File: src/rtl/ir_cap_pkg.sv
package ir_cap_pkg;
  localparam int ADDR_W = 8;
  localparam int DATA_W = 32;

  // register offsets (byte addresses)
  localparam logic [ADDR_W-1:0] OFF_ENABLE  = 8'h0C;
  localparam logic [ADDR_W-1:0] OFF_PERIOD  = 8'h10;
  localparam logic [ADDR_W-1:0] OFF_RESTART = 8'h20;
  localparam logic [ADDR_W-1:0] OFF_CAP0    = 8'h88;
  localparam logic [ADDR_W-1:0] OFF_IRQ_EN  = 8'hCC;
  localparam logic [ADDR_W-1:0] OFF_IRQ_CLR = 8'hD0;

  localparam int BIT_RX_ON   = 0;
  localparam int BIT_MEAS_ON = 13;
  localparam int PERIOD_LSB  = 8;

  typedef enum logic [1:0] {
    ST_IDLE = 2'd0,
    ST_CAPT = 2'd1,
    ST_DONE = 2'd2
  } cap_state_e;
endpackage

File: src/rtl/ir_cap_sync.sv
module ir_cap_sync #(
  parameter int STAGES = 2
) (
  input  logic clk,
  input  logic rst_n,
  input  logic din,
  output logic lvl,
  output logic lvl_prev
);
  logic [STAGES:0] chain_q;

  generate
    for (genvar s = 0; s <= STAGES; s++) begin : g_stage
      if (s == 0) begin : g_first
        always_ff @(posedge clk or negedge rst_n) begin
          if (!rst_n) chain_q[0] <= 1'b1;
          else        chain_q[0] <= din;
        end
      end else begin : g_next
        always_ff @(posedge clk or negedge rst_n) begin
          if (!rst_n) chain_q[s] <= 1'b1;
          else        chain_q[s] <= chain_q[s-1];
        end
      end
    end
  endgenerate

  assign lvl      = chain_q[STAGES-1];
  assign lvl_prev = chain_q[STAGES];
endmodule

File: src/rtl/ir_cap_timebase.sv
module ir_cap_timebase #(
  parameter int PRE_DIV = 4,
  parameter int PER_W   = 13
) (
  input  logic             clk,
  input  logic             rst_n,
  input  logic             run,
  input  logic             resync,
  input  logic [PER_W-1:0] period,
  output logic             tick
);
  localparam int DIV_W = (PRE_DIV > 1) ? $clog2(PRE_DIV) : 1;
  localparam logic [DIV_W-1:0] DIV_LAST = DIV_W'(PRE_DIV - 1);

  logic [DIV_W-1:0] div_q, div_d;
  logic [PER_W-1:0] per_q, per_d;
  logic             div_wrap, per_wrap;

  always_comb begin
    div_wrap = (div_q == DIV_LAST);
    per_wrap = ({1'b0, per_q} + (PER_W+1)'(1)) >= {1'b0, period};
    tick     = run && !resync && div_wrap && per_wrap;
    div_d    = div_q;
    per_d    = per_q;
    if (resync) begin
      div_d = '0;
      per_d = '0;
    end else if (run) begin
      div_d = div_wrap ? '0 : div_q + DIV_W'(1);
      if (div_wrap) per_d = per_wrap ? '0 : per_q + PER_W'(1);
    end
  end

  always_ff @(posedge clk or negedge rst_n) begin
    if (!rst_n) begin
      div_q <= '0;
      per_q <= '0;
    end else begin
      div_q <= div_d;
      per_q <= per_d;
    end
  end

  // the prescaler keeps consecutive ticks apart
  a_r4_tick_gap: assert property (@(posedge clk) disable iff (!rst_n)
    tick |=> !tick);
endmodule

File: src/rtl/ir_cap_engine.sv
module ir_cap_engine
  import ir_cap_pkg::*;
#(
  parameter int ENTRIES = 68,
  parameter int ENTRY_W = 8,
  parameter int IDX_W   = 7
) (
  input  logic               clk,
  input  logic               rst_n,
  input  logic               run,
  input  logic               restart,
  input  logic               tick,
  input  logic               ir_lvl,
  input  logic               ir_prev,
  output logic               tb_resync,
  output logic               wr_en,
  output logic [IDX_W-1:0]   wr_idx,
  output logic [ENTRY_W-1:0] wr_val,
  output logic               finish
);
  localparam logic [IDX_W-1:0]   LAST_IDX = IDX_W'(ENTRIES - 1);
  localparam logic [ENTRY_W-1:0] CNT_MAX  = '1;

  cap_state_e         st_q, st_d;
  logic [IDX_W-1:0]   idx_q, idx_d;
  logic [ENTRY_W-1:0] cnt_q, cnt_d;
  logic               fall, change, in_space;

  always_comb begin
    fall      = ir_prev && !ir_lvl;
    change    = ir_prev ^ ir_lvl;
    in_space  = idx_q[0];
    st_d      = st_q;
    idx_d     = idx_q;
    cnt_d     = cnt_q;
    wr_en     = 1'b0;
    wr_val    = cnt_q;
    tb_resync = 1'b0;
    finish    = 1'b0;
    if (restart) begin
      st_d  = ST_IDLE;
      idx_d = '0;
      cnt_d = '0;
    end else if (run) begin
      case (st_q)
        ST_IDLE: begin
          if (fall) begin
            st_d      = ST_CAPT;
            idx_d     = '0;
            cnt_d     = '0;
            tb_resync = 1'b1;
          end
        end
        ST_CAPT: begin
          if (change) begin
            wr_en     = 1'b1;
            tb_resync = 1'b1;
            cnt_d     = '0;
            if (idx_q == LAST_IDX) begin
              st_d   = ST_DONE;
              finish = 1'b1;
            end else begin
              idx_d = idx_q + IDX_W'(1);
            end
          end else if (tick && cnt_q != CNT_MAX) begin
            cnt_d = cnt_q + ENTRY_W'(1);
            if (in_space && cnt_q == CNT_MAX - ENTRY_W'(1)) begin
              wr_en  = 1'b1;
              wr_val = CNT_MAX;
              st_d   = ST_DONE;
              finish = 1'b1;
            end
          end
        end
        default: ;
      endcase
    end
  end

  assign wr_idx = idx_q;

  always_ff @(posedge clk or negedge rst_n) begin
    if (!rst_n) begin
      st_q  <= ST_IDLE;
      idx_q <= '0;
      cnt_q <= '0;
    end else begin
      st_q  <= st_d;
      idx_q <= idx_d;
      cnt_q <= cnt_d;
    end
  end

  // no store beyond the table, none once capture has stopped
  a_r7_idx_range: assert property (@(posedge clk) disable iff (!rst_n)
    wr_en |-> (wr_idx <= LAST_IDX));
  a_r7_frozen_when_done: assert property (@(posedge clk) disable iff (!rst_n)
    (st_q == ST_DONE && !restart) |=> (st_q == ST_DONE && !wr_en));
  // every message begins at entry 0
  a_r5_first_entry: assert property (@(posedge clk) disable iff (!rst_n)
    (st_q == ST_CAPT && $past(st_q) == ST_IDLE) |-> (idx_q == '0));
  // waiting stores nothing
  a_r11_idle_quiet: assert property (@(posedge clk) disable iff (!rst_n)
    (st_q == ST_IDLE) |-> !wr_en);
endmodule

File: src/rtl/ir_cap_regs.sv
module ir_cap_regs
  import ir_cap_pkg::*;
#(
  parameter int             NUM_WORDS = 17,
  parameter int             ENTRY_W   = 8,
  parameter int             PER_W     = 13,
  parameter logic [PER_W-1:0] PER_RST = 13'hC00,
  parameter int             IDX_W     = 7
) (
  input  logic               clk,
  input  logic               rst_n,
  input  logic [ADDR_W-1:0]  bus_addr,
  input  logic [DATA_W-1:0]  bus_wdata,
  input  logic               bus_we,
  output logic [DATA_W-1:0]  bus_rdata,
  input  logic               wr_en,
  input  logic [IDX_W-1:0]   wr_idx,
  input  logic [ENTRY_W-1:0] wr_val,
  input  logic               finish,
  output logic               run,
  output logic               restart,
  output logic [PER_W-1:0]   period,
  output logic               irq
);
  localparam int PER_WORD = DATA_W / ENTRY_W;
  localparam int ENTRIES  = NUM_WORDS * PER_WORD;

  logic               rx_on_q, meas_on_q, ie_q, pend_q, pend_d;
  logic [PER_W-1:0]   per_q;
  logic               wr_enable, wr_period, wr_ie, clr_pend;
  logic [ENTRY_W-1:0] ent_q [ENTRIES];
  logic [DATA_W-1:0]  cap_word [NUM_WORDS];
  logic [ADDR_W-1:0]  cap_off;

  always_comb begin
    wr_enable = bus_we && bus_addr == OFF_ENABLE;
    wr_period = bus_we && bus_addr == OFF_PERIOD;
    wr_ie     = bus_we && bus_addr == OFF_IRQ_EN;
    clr_pend  = bus_we && bus_addr == OFF_IRQ_CLR && bus_wdata[0];
    restart   = bus_we && bus_addr == OFF_RESTART && bus_wdata[0];
    pend_d    = pend_q;
    if (finish)   pend_d = 1'b1;
    if (clr_pend) pend_d = 1'b0;
  end

  always_ff @(posedge clk or negedge rst_n) begin
    if (!rst_n) begin
      rx_on_q   <= 1'b0;
      meas_on_q <= 1'b0;
      per_q     <= PER_RST;
      ie_q      <= 1'b0;
      pend_q    <= 1'b0;
    end else begin
      if (wr_enable) begin
        rx_on_q   <= bus_wdata[BIT_RX_ON];
        meas_on_q <= bus_wdata[BIT_MEAS_ON];
      end
      if (wr_period) per_q <= bus_wdata[PERIOD_LSB +: PER_W];
      if (wr_ie)     ie_q  <= bus_wdata[0];
      pend_q <= pend_d;
    end
  end

  generate
    for (genvar k = 0; k < ENTRIES; k++) begin : g_entry
      always_ff @(posedge clk or negedge rst_n) begin
        if (!rst_n)                              ent_q[k] <= '0;
        else if (restart)                        ent_q[k] <= '0;
        else if (wr_en && wr_idx == IDX_W'(k))   ent_q[k] <= wr_val;
      end
    end
    for (genvar w = 0; w < NUM_WORDS; w++) begin : g_word
      for (genvar b = 0; b < PER_WORD; b++) begin : g_byte
        assign cap_word[w][b*ENTRY_W +: ENTRY_W] = ent_q[w*PER_WORD + b];
      end
    end
  endgenerate

  always_comb begin
    cap_off   = bus_addr - OFF_CAP0;
    bus_rdata = '0;
    case (bus_addr)
      OFF_ENABLE: begin
        bus_rdata[BIT_RX_ON]   = rx_on_q;
        bus_rdata[BIT_MEAS_ON] = meas_on_q;
      end
      OFF_PERIOD: bus_rdata[PERIOD_LSB +: PER_W] = per_q;
      OFF_IRQ_EN: bus_rdata[0] = ie_q;
      default: begin
        if (bus_addr >= OFF_CAP0 && cap_off[1:0] == 2'b00) begin
          for (int w = 0; w < NUM_WORDS; w++) begin
            if (int'(cap_off[ADDR_W-1:2]) == w) bus_rdata = cap_word[w];
          end
        end
      end
    endcase
  end

  assign run    = rx_on_q && meas_on_q;
  assign period = per_q;
  assign irq    = pend_q && ie_q;

  // a clear write always leaves the flag low
  a_r9_clear_wins: assert property (@(posedge clk) disable iff (!rst_n)
    clr_pend |=> !pend_q);
  // the flag only rises after the engine reports an end
  a_r8_pend_source: assert property (@(posedge clk) disable iff (!rst_n)
    $rose(pend_q) |-> $past(finish));
  // restart empties the first capture word
  a_r10_restart_wipes: assert property (@(posedge clk) disable iff (!rst_n)
    restart |=> (cap_word[0] == '0));
endmodule

File: src/rtl/ir_capture_ctrl.sv
module ir_capture_ctrl
  import ir_cap_pkg::*;
#(
  parameter int             NUM_WORDS = 17,
  parameter int             ENTRY_W   = 8,
  parameter int             PER_W     = 13,
  parameter logic [PER_W-1:0] PER_RST = 13'hC00,
  parameter int             PRE_DIV   = 4,
  parameter int             SYNC_STG  = 2
) (
  input  logic              clk,
  input  logic              rst_n,
  input  logic [7:0]        bus_addr,
  input  logic [31:0]       bus_wdata,
  input  logic              bus_we,
  output logic [31:0]       bus_rdata,
  input  logic              ir_in,
  output logic              irq
);
  localparam int ENTRIES = NUM_WORDS * (DATA_W / ENTRY_W);
  localparam int IDX_W   = $clog2(ENTRIES);

  logic               ir_lvl, ir_prev, run, restart, tick, resync;
  logic               tb_resync, wr_en, finish;
  logic [IDX_W-1:0]   wr_idx;
  logic [ENTRY_W-1:0] wr_val;
  logic [PER_W-1:0]   period;

  assign resync = tb_resync || restart;

  ir_cap_sync #(.STAGES(SYNC_STG)) u_sync (
    .clk(clk), .rst_n(rst_n), .din(ir_in), .lvl(ir_lvl), .lvl_prev(ir_prev));

  ir_cap_timebase #(.PRE_DIV(PRE_DIV), .PER_W(PER_W)) u_tb (
    .clk(clk), .rst_n(rst_n), .run(run), .resync(resync),
    .period(period), .tick(tick));

  ir_cap_engine #(.ENTRIES(ENTRIES), .ENTRY_W(ENTRY_W), .IDX_W(IDX_W)) u_eng (
    .clk(clk), .rst_n(rst_n), .run(run), .restart(restart), .tick(tick),
    .ir_lvl(ir_lvl), .ir_prev(ir_prev), .tb_resync(tb_resync),
    .wr_en(wr_en), .wr_idx(wr_idx), .wr_val(wr_val), .finish(finish));

  ir_cap_regs #(.NUM_WORDS(NUM_WORDS), .ENTRY_W(ENTRY_W), .PER_W(PER_W),
                .PER_RST(PER_RST), .IDX_W(IDX_W)) u_regs (
    .clk(clk), .rst_n(rst_n), .bus_addr(bus_addr), .bus_wdata(bus_wdata),
    .bus_we(bus_we), .bus_rdata(bus_rdata), .wr_en(wr_en), .wr_idx(wr_idx),
    .wr_val(wr_val), .finish(finish), .run(run), .restart(restart),
    .period(period), .irq(irq));
endmodule

File: config.mk
export PLATFORM = sky130hd
export DESIGN_NAME = ir_capture_ctrl
export DESIGN_NICKNAME = d
export VERILOG_FILES = /design/src/rtl/ir_cap_pkg.sv /design/src/rtl/ir_cap_sync.sv /design/src/rtl/ir_cap_timebase.sv /design/src/rtl/ir_cap_engine.sv /design/src/rtl/ir_cap_regs.sv /design/src/rtl/ir_capture_ctrl.sv
export SDC_FILE = /design/constraint.sdc
export NUM_CORES = 1
export LEC_CHECK = 0
export BUFFER_PORTS_ARGS = -buffer_cell sky130_fd_sc_hd__buf_4
export CORE_ASPECT_RATIO = 1.1
export CORE_MARGIN = 1.5
export CORE_UTILIZATION = 50
export DETAILED_ROUTE_END_ITERATION = 10
export GPL_ROUTABILITY_DRIVEN = 0
export PLACE_DENSITY = 0.66
export SETUP_SLACK_MARGIN = 0.05
export SLEW_MARGIN = 10
export SYNTH_ARGS = -nofsm -noshare
export SYNTH_HDL_FRONTEND = slang
export SYNTH_SLANG_ARGS = --single-unit
export TNS_END_PERCENT = 100
File: constraint.sdc
create_clock -name clk -period 5.8 [get_ports clk]
set_clock_uncertainty 0.15 [all_clocks]
set_input_delay 0.29 -clock clk [delete_from_list [all_inputs] [get_ports clk]]
set_output_delay 0.29 -clock clk [all_outputs]
set_load 0.01 [all_outputs]
==> flow_summary.toml, run 1 <==
[status]
outcome = "completed"

[job]
cap_violations = 0

[worst_setup_path]
arrival_ps = 4880
r2r_end = "u_regs.pend_q"
reg2reg_slack_ps = 910
crit_type = "in2out"
cp.required_ps = 5360
endpoint_kind = "output port"
timing.rr.start = "u_tb.per_q[0]"
crit_top_cell = "buf_4"
path_cells = "dlygate4sd3_1 > buf_4 > inv_1 > ha_1 > buf_4 > nand2_1 > o22ai_2 > a2111oi_0 > a2111oi_0 > o21ai_0 > buf_4"
critPathLaunchType = "input pin"
critPathSlowestCell = "a2111oi_0"
rr_worst_depth = 13
crit_path_max_incr_delay_ps = 890
critPathMaxFanout = 15

[min_path]
hold_class = "in2reg"
worstHoldEndpoint = "u_tb.div_q[1]"
holdCritStartpoint = "bus_addr[0]"
timing.hold.worst_path_depth = 4

[drt]
post_drt_via_cell_ratio = 6.41
routed-wl-met2_um = 45300
drc = 0
detail-route-antenna-nets = 0
wl_per_cell_um = 26.4
vias = 24273
drt-initial-drc-count = 3193
finalWirelength_um = 100000
top_layer = "met5"
m1WireLength_um = 41100
drt_first_pass_iters = 10
wl_met3_um = 8910

[cells_and_area]
area_growth_pct = 11.7
n_antenna_cell = 0
nNetsFinal = 2988
drive_gt1_share_pct = 12.9
nFillCells = 5158

[global_routing]
antenna_found_initial = 3
grt_pass1_vias = 24113
grt_usage_pct = 31.6
grt_pass1_wl_um = 151000
grt_overflow = 0
grt_max_degree = 224

[synth]
yosys-top-cells-count = "nand2_1, dfrtp_1, mux2i_1"
async_flop_share_pct = 100
synth_seq_area_share_pct = 48.1
postSynthAreaPerCell_um2 = 10.6
yosys.area.top_type_share_pct = 47.7
synth.top_cells.by_area = "dfrtp_1, mux2i_1, nand2_1"
synthesis.area_um2 = 31000
ys_ff_latch = 596
synth-edff-count = 0
syn-instance-count = 2932
yosysUniqueCellTypes = 79
synth_warnings = 0
synth_ff_type = "dfrtp_1"
yosysTopAreaCell = "dfrtp_1"
syn-num-nets = 2999
yosysMostFrequentCell = "nand2_1"

[sta]
slew_violations = 0
timing.hold.ws_ps = 99.8
fin_crit_ps = 5320
slew_headroom_pct = 14.0
rsz0062_at_grt = "false"
timing.final.crit_share_pct = 91.7
fmax_ghz = 0.188
tightest_slew_ps = 1290
hold_violations = 0
setup-violations-final = 0
tns_ps = 0

[clocking]
cts_tree = "built"
cts_buffer_depth = 3
cts_setup_buffers = 0
cts_inserted_buffers = 66
clock-sinks = 596
cts_resized = 0
cts-hold-fix-buffers = 21
insertion_delay_ps = 610
cts_root_buffer = "clkbuf_16"
clkSlewWorstSetupHoldPaths_ps = 50
cts-htree-levels = 3

[floorplan]
die_h_um = 264
initial_core_util_pct = 50.7
fp.dieArea_um2 = 63500
num_rows = 95
die_x_um = 240
io_pins = 77
fp.coreArea_um2 = 61200

[pwr]
p_leak_nw = 18.1
peakVddDrop_v = 0.000175
combPwrFrac_pct = 5.0
power_mw = 8.81
p_switching_mw = 2.08
p_int_mw = 6.73
switching_share_pct = 23.6
seqPwrFrac_pct = 47.5
pwr-share-clk_pct = 47.5
power.density_nw_per_um2 = 254

[placement]
hpwl_um = 65100
io_buffers = 58
[metal layers]
layer	GRT usage [%]	vias to the layer above
met3	6.49	270
met5	0	-
met1	42.8	12329
met2	48.5	1216
met4	15.1	6
li1	-	10452
[state kept, by name, indices dropped and copies added, names as in the netlist]
name              cells
u_eng.st_q            2
u_regs.meas_on_q      1
u_regs.ie_q           1
u_regs.pend_q         1
u_sync.lvl            1
u_tb.div_q            2
u_regs.period        13
u_eng.wr_idx          7
u_regs.cap_word     544
u_sync.chain_q        1
u_regs.rx_on_q        1
u_eng.cnt_q           8
u_sync.lvl_prev       1
u_tb.per_q           13
[logic make-up after synthesis]
group,share of synthesized area [%]
AND/OR/NAND/NOR,15.8
multiplexers,20.7
XOR/XNOR,0.480
adder cells (fa/ha/maj),0.928
buffers and inverters,3.66
flip-flops,48.1
AO/OA/AOI/OAI,10.4
[layout make-up]
cell class | instances | area (um2) | share of cell area (%)
Multi-Input combinational cell | 2069 | 15100 | 43.7
Tap cell | 824 | 1030 | 2.98
Clock inverter | 15 | 191 | 0.553
Inverter | 28 | 105 | 0.303
Sequential cell | 596 | 14900 | 43.1
Clock buffer | 97 | 1930 | 5.57
Timing Repair Buffer | 160 | 1340 | 3.86
[cell usage in the layout (no fill, tap or decap), types with 23 or more instances in the layout]
master	instances
nand3_4	60
clkbuf_16	68
mux2i_1	576
and2_1	24
o21ai_0	82
inv_1	27
nor2_1	81
a21oi_1	77
a22o_1	28
buf_4	132
nand2_1	626
o22ai_1	26
a22oi_1	35
ha_1	23
a221oi_1	32
nand3_1	27
dfrtp_1	591
[critical path, delay by kind of cell]
family / cells / cell delay [ps]
AOI/OAI and AO/OA: 4 / 2240
and+or+nand+nor: 1 / 360
adders and majority gates: 1 / 560
buffers and inverters: 5 / 1390
[power groups by stage]
stage | Clock [mW] | Sequential (mW) | Combinational, mW
finish | 4.19 | 4.18 | 0.445
global route | 4.39 | 4.18 | 0.471
CTS | 4.23 | 4.18 | 0.437
detailed placement | 0 | 4.26 | 0.424
global placement | 0 | 4.26 | 0.417
floorplan | 0 | 4.25 | 0.187
[how the worst max path moves through the flow]
stage,end,startpoint,cells past startpoint
2_1_floorplan,bus_rdata[2],bus_addr[3],15
3_3_place_gp,bus_rdata[19],bus_addr[3],10
3_5_place_dp,bus_rdata[19],bus_addr[3],10
4_1_cts,bus_rdata[9],bus_addr[4],13
5_1_grt,bus_rdata[9],bus_addr[4],13
6_report,bus_rdata[19],bus_addr[4],11
[metrics by stage]
step,utilization (%),instances,area [um2],setup WS (ps)
after global placement,52.8,3656,32300,1220
after floorplan,-,2932,31000,1420
final,56.6,3789,34600,480
after detailed placement,52.8,3656,32300,1210
after global routing,56.6,3789,34600,607
after CTS,56.6,3789,34600,755
(Power assumes the default switching activity.)
==> run 2: changes to the inputs <==
--- a/config.mk
+++ b/config.mk
@@ -6,7 +6,6 @@
 export NUM_CORES = 1
 export LEC_CHECK = 0
 export BUFFER_PORTS_ARGS = -buffer_cell sky130_fd_sc_hd__buf_4
-export CORE_ASPECT_RATIO = 1.1
 export CORE_MARGIN = 1.5
 export CORE_UTILIZATION = 50
 export DETAILED_ROUTE_END_ITERATION = 10
==> flow_summary.toml, run 2 (same netlist as run 1, synthesis figures left out) <==
[job]
cap_violations = 0

[status]
outcome = "completed"

[global_routing]
grt_usage_pct = 31.9
grt_overflow = 0
grt_pass1_vias = 24058
antenna_found_initial = 3
grt_pass1_wl_um = 153000
grt_max_degree = 258

[cells_and_area]
layout_common_cells = "nand2_1, dfrtp_1, mux2i_1"
drive_gt1_share_pct = 12.7
nNetsFinal = 2980
largest_reg_flops = 544
final_common_cell = "nand2_1"
area_growth_pct = 11.5

[sta]
setup-violations-final = 0
fmax_ghz = 0.184
slew_headroom_pct = 19.7
tightest_slew_ps = 1200
timing.hold.ws_ps = 89.7
timing.final.crit_share_pct = 93.7
hold_violations = 0
fin_crit_ps = 5440
tns_ps = 0
slew_violations = 0
setup_ws_ps = 363
rsz0062_at_grt = "false"

[pwr]
p_int_mw = 6.80
peakVddDrop_v = 0.000177
switching_share_pct = 23.3
pwr-share-clk_pct = 47.8
combPwrFrac_pct = 5.0
seqPwrFrac_pct = 47.2
p_leak_nw = 18.0
p_switching_mw = 2.07
power.density_nw_per_um2 = 256

[clocking]
cts_setup_buffers = 0
cts_inserted_buffers = 67
insertion_delay_ps = 610
cts-htree-levels = 3
clock-sinks = 596
clkSlewWorstSetupHoldPaths_ps = 60
cts_buffer_depth = 3
cts_root_buffer = "clkbuf_16"
cts_tree = "built"

[drt]
drt_first_pass_iters = 6
wl_per_cell_um = 26.9
post_drt_via_cell_ratio = 6.45
detail-route-antenna-nets = 0
vias = 24191
finalWirelength_um = 101000
drt-initial-drc-count = 3254
drc = 0

[worst_setup_path]
timing.rr.start = "u_tb.per_q[0]"
crit_path_max_incr_delay_ps = 910
critPathMaxFanout = 11
critPathSlowestCell = "a2111oi_1"
cp.required_ps = 5360
critPathTopFamily = "compound AO/OA/AOI/OAI gates"
critPathLaunchType = "input pin"
crit_start = "bus_addr[4]"
rr_worst_depth = 12
path_cells = "dlygate4sd3_1 > buf_4 > inv_1 > ha_1 > buf_4 > nor3b_1 > o311ai_0 > a211oi_4 > buf_4 > a22oi_1 > a31oi_1 > a2111oi_1 > buf_4 > o21ai_0 > buf_4"
path_buf_inv = 7
crit_type = "in2out"
arrival_ps = 5000
crit_cells = 15
crit_top_cell = "buf_4"
endpoint_kind = "output port"

[floorplan]
initial_core_util_pct = 50.5
num_rows = 91
io_pins = 77
die_h_um = 252
fp.coreArea_um2 = 61500
die_x_um = 252
fp.dieArea_um2 = 63500

[placement]
pre_cts_slack_ps = 681
hpwl_um = 65000
io_buffers = 58

[min_path]
hold_class = "in2async"
==> run 2: cell types whose count changed in the layout (fill, tap and decap cells not counted), moves of 2 or more <==
cell       delta
clkbuf_1      +4
clkbuf_8      -4
buf_4        -10
clkinv_8      -3
bufinv_16     +2
buf_12        +2
==> run 2: worst paths after layout <==
check	endpoint	slack [ps]
worst min register to register	u_sync.lvl	210
worst max register to register	u_regs.cap_word[3]	1270
worst min-delay path	u_tb.per_q[12]	90
min in group clk	u_tb.div_q[0]	110
worst max-delay path	bus_rdata[19]	360
max in group asynchronous	u_regs.cap_word[532]	4000
==> run 2: metrics by stage <==
| stage | cell area, um2 | util [%] | power [mW] | cells |
|---|---|---|---|---|
| final | 34600 | 56.3 | 8.87 | 3749 |
| after global routing | 34600 | 56.2 | 9.10 | 3748 |
| after CTS | 34600 | 56.2 | 8.89 | 3748 |
| after detailed placement | 32200 | 52.4 | 4.68 | 3614 |
| after global placement | 32200 | 52.4 | 4.67 | 3614 |
| after floorplan | 31000 | - | 4.44 | 2932 |
==> run 2: power groups by stage <==
| stage | Clock, mW | Sequential, mW | Combinational [mW] |
|---|---|---|---|
| floorplan | 0 | 4.25 | 0.187 |
| global placement | 0 | 4.26 | 0.417 |
| detailed placement | 0 | 4.26 | 0.425 |
| CTS | 4.27 | 4.18 | 0.438 |
| global route | 4.44 | 4.18 | 0.475 |
| finish | 4.24 | 4.18 | 0.446 |
==> run 2: per-layer routing <==
metal / vias up / part of all wire (%) / wire length [um] / global-route usage (%)
met5: - / 0.016 / 16 / 0
met3: 239 / 9.5 / 9610 / 7.26
met2: 1214 / 45 / 45000 / 48.4
li1: 10416 / - / - / -
met1: 12320 / 42 / 42200 / 44.6
met4: 2 / 4.1 / 4090 / 11.9
==> run 2: layout make-up <==
| cell class | instances | area [um2] |
|---|---|---|
| Timing Repair Buffer | 151 | 1290 |
| Clock inverter | 16 | 216 |
| Tap cell | 790 | 988 |
| Sequential cell | 596 | 14900 |
| Inverter | 28 | 105 |
| Clock buffer | 98 | 1920 |
| Fill cell | 5223 | 26900 |
| Antenna cell | 1 | 2.50 |
| Multi-Input combinational cell | 2069 | 15100 |
==> run 2: repair_timing <==
| item | 4_1_cts | 5_1_grt |
|---|---|---|
| setup endpoints to repair | 0 | 1 |
| hold buffers | 20 | 0 |
| endpoints found under the hold margin | 85 | 0 |
| gates resized for setup | 0 | 1 |
